<file path="src/rtl/txf_pkg.sv">
package txf_pkg;

  // Threshold for a 2-bit selector: base, 2x, 4x or 8x.
  function automatic int unsigned level_thr(int unsigned base, logic [1:0] sel);
    return base << sel;
  endfunction

  // Pad bytes needed so that data length reaches min_data.
  function automatic int unsigned pad_fill(int unsigned len, int unsigned min_data);
    return (len >= min_data) ? 0 : (min_data - len);
  endfunction

endpackage

</file>
<file path="src/rtl/txf_req_gen.sv">
module txf_req_gen
  import txf_pkg::*;
#(
  parameter int DEPTH   = 64,
  parameter int WM_BASE = 8,
  parameter int LVL_W   = $clog2(DEPTH + 1)
) (
  input  logic             clk,
  input  logic             rst_n,
  input  logic [LVL_W-1:0] fifo_level,
  input  logic [1:0]       wm_sel,
  output logic             bus_req
);

  logic [LVL_W-1:0] free_space;
  logic             room_ok;

  assign free_space = LVL_W'(DEPTH) - fifo_level;
  assign room_ok    = int'(free_space) >= int'(level_thr(WM_BASE, wm_sel));

  always_ff @(posedge clk or negedge rst_n) begin
    if (!rst_n) bus_req <= 1'b0;
    else        bus_req <= room_ok;
  end


  req_room_chk: assert property (@(posedge clk) disable iff (!rst_n)
    bus_req |-> $past(room_ok));

endmodule

</file>
<file path="src/rtl/txf_start_ctl.sv">
module txf_start_ctl
  import txf_pkg::*;
#(
  parameter int SP_BASE = 4,
  parameter int CNT_W   = 11
) (
  input  logic             clk,
  input  logic             rst_n,
  input  logic [1:0]       sp_sel,
  input  logic             byte_wr,
  input  logic             eof_in_fifo,
  input  logic             last_byte_out,
  output logic             start_go,
  output logic             tx_start,
  output logic [CNT_W-1:0] frame_cnt
);

  localparam logic [CNT_W-1:0] CNT_MAX = '1;

  logic started;
  logic thr_hit;

  assign thr_hit  = int'(frame_cnt) >= int'(level_thr(SP_BASE, sp_sel));
  assign start_go = !started && !last_byte_out && (thr_hit || eof_in_fifo);

  always_ff @(posedge clk or negedge rst_n) begin
    if (!rst_n) begin
      frame_cnt <= '0;
      started   <= 1'b0;
      tx_start  <= 1'b0;
    end else begin
      tx_start <= start_go;
      if (last_byte_out)  started <= 1'b0;
      else if (start_go)  started <= 1'b1;
      if (last_byte_out)
        frame_cnt <= byte_wr ? CNT_W'(1) : '0;
      else if (byte_wr && frame_cnt != CNT_MAX)
        frame_cnt <= frame_cnt + 1'b1;
    end
  end


  single_pulse_chk: assert property (@(posedge clk) disable iff (!rst_n)
    tx_start |=> !tx_start);


  start_cause_chk: assert property (@(posedge clk) disable iff (!rst_n)
    tx_start |-> $past(thr_hit || eof_in_fifo));


  no_restart_chk: assert property (@(posedge clk) disable iff (!rst_n)
    tx_start |-> started);


  cnt_clear_chk: assert property (@(posedge clk) disable iff (!rst_n)
    ($past(rst_n) && $past(last_byte_out)) |-> (frame_cnt <= CNT_W'(1)));

endmodule

</file>
<file path="src/rtl/txf_opt_sel.sv">
module txf_opt_sel
  import txf_pkg::*;
#(
  parameter int CNT_W     = 11,
  parameter int MIN_FRAME = 64,
  parameter int FCS_BYTES = 4
) (
  input  logic             clk,
  input  logic             rst_n,
  input  logic             load,
  input  logic             auto_pad,
  input  logic             fcs_dis,
  input  logic             frame_done,
  input  logic [CNT_W-1:0] frame_len,
  output logic             pad_en,
  output logic             fcs_en,
  output logic [CNT_W-1:0] pad_len
);

  localparam int MIN_DATA = MIN_FRAME - FCS_BYTES;

  logic             fcs_sel;
  logic [CNT_W-1:0] pad_calc;

  assign fcs_sel  = auto_pad | ~fcs_dis;
  assign pad_calc = CNT_W'(pad_fill(int'(frame_len), MIN_DATA));

  always_ff @(posedge clk or negedge rst_n) begin
    if (!rst_n) begin
      pad_en  <= 1'b0;
      fcs_en  <= 1'b0;
      pad_len <= '0;
    end else begin
      if (load) begin
        pad_en <= auto_pad;
        fcs_en <= fcs_sel;
      end
      if (frame_done)
        pad_len <= pad_en ? pad_calc : '0;
    end
  end


  pad_forces_fcs_chk: assert property (@(posedge clk) disable iff (!rst_n)
    pad_en |-> fcs_en);


  opt_hold_chk: assert property (@(posedge clk) disable iff (!rst_n)
    ($past(rst_n) && !$past(load)) |-> ($stable(pad_en) && $stable(fcs_en)));


  pad_len_bound_chk: assert property (@(posedge clk) disable iff (!rst_n)
    int'(pad_len) <= MIN_DATA);


  nopad_zero_chk: assert property (@(posedge clk) disable iff (!rst_n)
    ($past(rst_n) && $past(frame_done) && !$past(pad_en)) |-> (pad_len == '0));

endmodule

</file>
<file path="src/rtl/txf_ctrl.sv">
module txf_ctrl #(
  parameter int DEPTH     = 64,
  parameter int WM_BASE   = 8,
  parameter int SP_BASE   = 4,
  parameter int MAX_FRAME = 1536,
  parameter int MIN_FRAME = 64,
  parameter int FCS_BYTES = 4,
  parameter int LVL_W     = $clog2(DEPTH + 1),
  parameter int CNT_W     = $clog2(MAX_FRAME + 1)
) (
  input  logic             clk,
  input  logic             rst_n,
  input  logic [LVL_W-1:0] fifo_level,
  input  logic [1:0]       wm_sel,
  input  logic [1:0]       sp_sel,
  input  logic             byte_wr,
  input  logic             eof_in_fifo,
  input  logic             last_byte_out,
  input  logic             auto_pad,
  input  logic             fcs_dis,
  output logic             bus_req,
  output logic             tx_start,
  output logic             pad_en,
  output logic             fcs_en,
  output logic [CNT_W-1:0] pad_len
);

  logic             start_go;
  logic [CNT_W-1:0] frame_cnt;

  txf_req_gen #(.DEPTH(DEPTH), .WM_BASE(WM_BASE), .LVL_W(LVL_W)) u_req (
    .clk(clk), .rst_n(rst_n), .fifo_level(fifo_level), .wm_sel(wm_sel),
    .bus_req(bus_req)
  );

  txf_start_ctl #(.SP_BASE(SP_BASE), .CNT_W(CNT_W)) u_start (
    .clk(clk), .rst_n(rst_n), .sp_sel(sp_sel), .byte_wr(byte_wr),
    .eof_in_fifo(eof_in_fifo), .last_byte_out(last_byte_out),
    .start_go(start_go), .tx_start(tx_start), .frame_cnt(frame_cnt)
  );

  txf_opt_sel #(.CNT_W(CNT_W), .MIN_FRAME(MIN_FRAME), .FCS_BYTES(FCS_BYTES)) u_opt (
    .clk(clk), .rst_n(rst_n), .load(start_go), .auto_pad(auto_pad),
    .fcs_dis(fcs_dis), .frame_done(last_byte_out), .frame_len(frame_cnt),
    .pad_en(pad_en), .fcs_en(fcs_en), .pad_len(pad_len)
  );


  start_loads_opts_chk: assert property (@(posedge clk) disable iff (!rst_n)
    (tx_start && !pad_en) |-> (fcs_en == !$past(fcs_dis)));

endmodule

</file>
<file path="config.mk">
export PLATFORM = sky130hd
export DESIGN_NAME = txf_ctrl
export DESIGN_NICKNAME = d
export VERILOG_FILES = /design/src/rtl/txf_pkg.sv /design/src/rtl/txf_req_gen.sv /design/src/rtl/txf_start_ctl.sv /design/src/rtl/txf_opt_sel.sv /design/src/rtl/txf_ctrl.sv
export SDC_FILE = /design/constraint.sdc
export NUM_CORES = 1
export LEC_CHECK = 0
export CAP_MARGIN = 10
export CORE_UTILIZATION = 51
export DETAILED_ROUTE_END_ITERATION = 8
export HOLD_SLACK_MARGIN = 0.05
export PLACE_DENSITY_LB_ADDON = 0.2
export SETUP_SLACK_MARGIN = 0.15
export SLEW_MARGIN = 20
export SYNTH_ARGS = -nofsm -noshare
export SYNTH_HDL_FRONTEND = slang
export SYNTH_SLANG_ARGS = --single-unit
</file>
<file path="constraint.sdc">
create_clock -name clk -period 2 [get_ports clk]
set_input_delay 0.5 -clock clk [delete_from_list [all_inputs] [get_ports clk]]
set_output_delay 0.5 -clock clk [all_outputs]
set_load 0.005 [all_outputs]
</file>
==> impl_summary.log <==
[metrics] number of setup violations in the final report: 0
[metrics] number of warnings printed during yosys synthesis: 0
[metrics] area of the placeable core: 0.003103 sq mm
[metrics] area added between synthesis and finish: 35.20%
[metrics] effective utilization at floorplan: 0.5476
[metrics] slew margin rel.: 0.7609
[metrics] register area share after synthesis: 0.3976
[metrics] crit share post-route: 0.9330
[metrics] count of mapped cells out of synthesis: between 150 and 200
[metrics] antenna violations before repair: 0
[metrics] number of global-route vias before repair: ~1,400
[metrics] Reg2Reg Capture Point: u_opt.pad_en
[metrics] arrival time worst endpoint: 2.10 ns
[metrics] summed negative setup slack over all endpoints: 0 ns
[metrics] starting DRC count in detailed routing: 41
[metrics] wire length of the first global-routing pass: 5865 microns
[metrics] Worst Skew: approximately 0.029 ns
[metrics] Post-route DRC: 0
[metrics] main area contributors after synthesis: sky130_fd_sc_hd__dfrtp_1 40%, sky130_fd_sc_hd__ha_1 8.8%, sky130_fd_sc_hd__o22ai_2 6.6%
[metrics] Post-DP Area: about 0.0022 sq mm
[metrics] worst slew pin tran: 0.3574 ns
[metrics] placed wire-length estimate after detailed placement: 2653 microns
[metrics] number of buffers on the longest clock path: 2
[metrics] die footprint: around 0.0036 sq mm
[metrics] worst setup path endpoint: u_opt.pad_en
[metrics] die width: roughly 60 microns
[metrics] startpoint of the most critical register-to-register path: u_start.frame_cnt[2]
[metrics] final standard cell area without fillers: 0.002297 sq mm
[metrics] reg-to-reg setup timing slack: ~0.14 ns
[metrics] die height: between 50 and 60 microns
[metrics] post-synthesis instance area: ~0.0017 sq mm
[metrics] highest attainable clock frequency: 535.9 MHz
[metrics] Multi-input gate area: ~960 sq um
[metrics] power density over cell area: ~530 mW/mm^2
[metrics] logic depth of the worst register-to-register path: 5
[metrics] ranking of synthesized cells by instance count: 27 x sky130_fd_sc_hd__dfrtp_1, 20 x sky130_fd_sc_hd__inv_1, 14 x sky130_fd_sc_hd__nor2_1
[metrics] overall routing resource usage: 0.2209
[metrics] most common flop cell mapped by yosys: sky130_fd_sc_hd__dfrtp_1
[metrics] Worst VDD drop: 0.4046 mV
[metrics] unrepaired setup endpoints after global routing: yes
[metrics] depth of the CTS H-tree: 1
[metrics] dominant cell by count in the synthesized netlist: sky130_fd_sc_hd__dfrtp_1
[metrics] floorplan row count: 20
[metrics] number of buffers inserted during clock tree synthesis: 3
[metrics] Detailed Routing Iterations Pass 1: 4
[metrics] run status: finished, final reports clean
[metrics] placer's final routability congestion estimate: ~0.82
[metrics] required time of the critical path: between 2 and 2.5 ns
[metrics] source of the critical timing path: sp_sel[1]
[metrics] unique cell type count in the Yosys netlist: 43
[metrics] post-CTS clock slew at the launch and capture registers of the worst setup and hold paths: about 0.17 ns
[metrics] global route overflow: 0
[metrics] category of the most critical setup path: in2reg
[metrics] top fanout value on the critical path: 4
[metrics] clock tree sinks: 27
[metrics] number of nets still failing antenna checks after routing: 0
[metrics] proportion of netlist area held by the largest area contributor: 0.3976
[metrics] post-synthesis cell type with the largest combined area: sky130_fd_sc_hd__dfrtp_1
[metrics] via count: roughly 1,400
[metrics] count of nets after finishing: 255
[metrics] share of flip-flops with an asynchronous set or reset after synthesis: 1.000
[metrics] count of pins over their slew limit: 0
[metrics] wire length per cell: about 13 microns
[metrics] clock root buffer: sky130_fd_sc_hd__clkbuf_4
[metrics] I/O pin total: 33
[metrics] synthesized flop and latch total: 27
[metrics] antenna diode count: 0
[metrics] Post-Synthesis Mean Instance Area: roughly 9.9 sq um
[metrics] Pleak: 1.028 nW
[metrics] CTS tree: yes
[metrics] Hold Crit Class: in2async
[metrics] area used by sequential logic in the layout: approximately 680 sq um
[metrics] share of post-route cells with drive strength above 1: 0.2366
[metrics] Setup crit end kind: flip-flop
[metrics] fill cell count: about 250
[metrics] number of flops mapped to enable cells by yosys: 0
[metrics] post-layout minimum cycle time: around 1.9 ns
[metrics] Port Buffers: 32
[metrics] pin count of the biggest net entering global routing: 29
[metrics] total wire length after detailed routing: between 3000 and 4000 microns
[metrics] clock network latency to the later pin of the worst-skew pair: 0.36 ns
[metrics] element type at the critical path start: input pin
[metrics] Max Cap Violations: 0
[metrics] post-DR vias/cell: ~5.3
[metrics] Synthesized Nets: a little over 200
[metrics] number of hold violations in the final report: 0
==> logic make-up after synthesis <==
kind of cell,after synthesis,share of synthesized area
DFF,27,0.3976
adders and majority gates,12,0.08836
buffers and inverters,27,0.07437
AOI/OAI and AO/OA,36,0.1907
xor gates and xnor gates,10,0.05155
and+or+nand+nor,56,0.1709
muxes,4,0.02651
==> sequential cells by signal (all words and copies together) (netlist names) <==
name,flops
u_start.tx_start,1
u_opt.pad_en,1
u_start.started,1
u_start.frame_cnt,11
u_req.bus_req,1
u_opt.pad_len,11
u_opt.fcs_en,1
==> final cells by class <==
class	count	area share
Clock buffer	3	0.009804
Clock inverter	1	0.003268
Inverter	21	0.03431
Multi-Input combinational cell	118	0.4172
Sequential cell	27	0.2941
Tap cell	44	0.02397
Timing Repair Buffer	54	0.2173
==> per-layer routing <==
metal	vias up	wire length, microns	track usage	share of wire
li1	697	-	-	-
met1	674	1508	0.2521	0.42
met2	33	1928	0.4032	0.53
met3	6	132	0.04329	0.037
met4	0	46	0.08306	0.013
met5	-	0	0	0
==> where the power goes <==
part | total [mW] | leakage, nW | internal (mW) | switching (mW)
logic | 0.341 | 0.658 | 0.197 | 0.144
registers | 0.611 | 0.356 | 0.588 | 0.0228
clock network | 0.259 | 0.0139 | 0.0768 | 0.182
total | 1.21 | 1.03 | 0.861 | 0.349
==> worst min path at each step <==
stage,slack [ns],end,cells past startpoint
floorplan,0.20,u_opt.fcs_en,0
global placement,0.48,u_opt.pad_len[7],1
detailed placement,0.49,u_opt.pad_len[9],1
CTS,0.51,u_start.frame_cnt[3],2
global route,0.50,u_start.frame_cnt[3],2
finish,0.49,u_start.frame_cnt[3],2
==> critical path, stage by stage <==
cell and delay, ns:
sky130_fd_sc_hd__buf_2 0.12, sky130_fd_sc_hd__or2_4 0.23, sky130_fd_sc_hd__ha_4 0.21, sky130_fd_sc_hd__o211ai_1 0.20, sky130_fd_sc_hd__a21boi_2 0.11, sky130_fd_sc_hd__o41ai_4 0.39, sky130_fd_sc_hd__mux2_4 0.34
==> what timing repair did <==
item	CTS	global route
cloned	0	0
resized for setup	9	12
hold buffers	0	0
setup endpoints to repair	14	5
buffers inserted	0	3
pin swaps	4	7
==> stage by stage <==
step | hold slack [ns] | utilization | std cells | setup slack (ns) | power, mW
2_1_floorplan | 0.2044 | - | 172 | -0.09572 | 0.7703
3_3_place_gp | 0.4830 | 0.7081 | 261 | -0.5856 | 0.9313
3_5_place_dp | 0.4904 | 0.7081 | 261 | -0.6703 | 0.9464
4_1_cts | 0.5088 | 0.7198 | 265 | 0.1182 | 1.198
5_1_grt | 0.5042 | 0.7403 | 268 | 0.06948 | 1.268
6_report | 0.4909 | 0.7403 | 268 | 0.1340 | 1.210
==> placed cells by master (no fill, tap or decap), drive strengths merged, types with 2 or more instances in the layout <==
| cell type | n |
|---|---|
| a21o | 2 |
| o22ai | 9 |
| nand4 | 3 |
| nor3 | 4 |
| nand2 | 10 |
| mux2 | 4 |
| a21oi | 6 |
| inv | 21 |
| xor2 | 3 |
| and4 | 3 |
| buf | 24 |
| nand3 | 5 |
| dfrtp | 27 |
| o21ai | 4 |
| nor2 | 14 |
| clkdlybuf4s50 | 28 |
| dlymetal6s2s | 2 |
| o41ai | 2 |
| or2 | 2 |
| ha | 12 |
| nand2b | 5 |
| nor2b | 5 |
| o21bai | 2 |
| xnor2 | 7 |
| a31oi | 3 |
| clkbuf | 3 |
(Power assumes the default switching activity.)
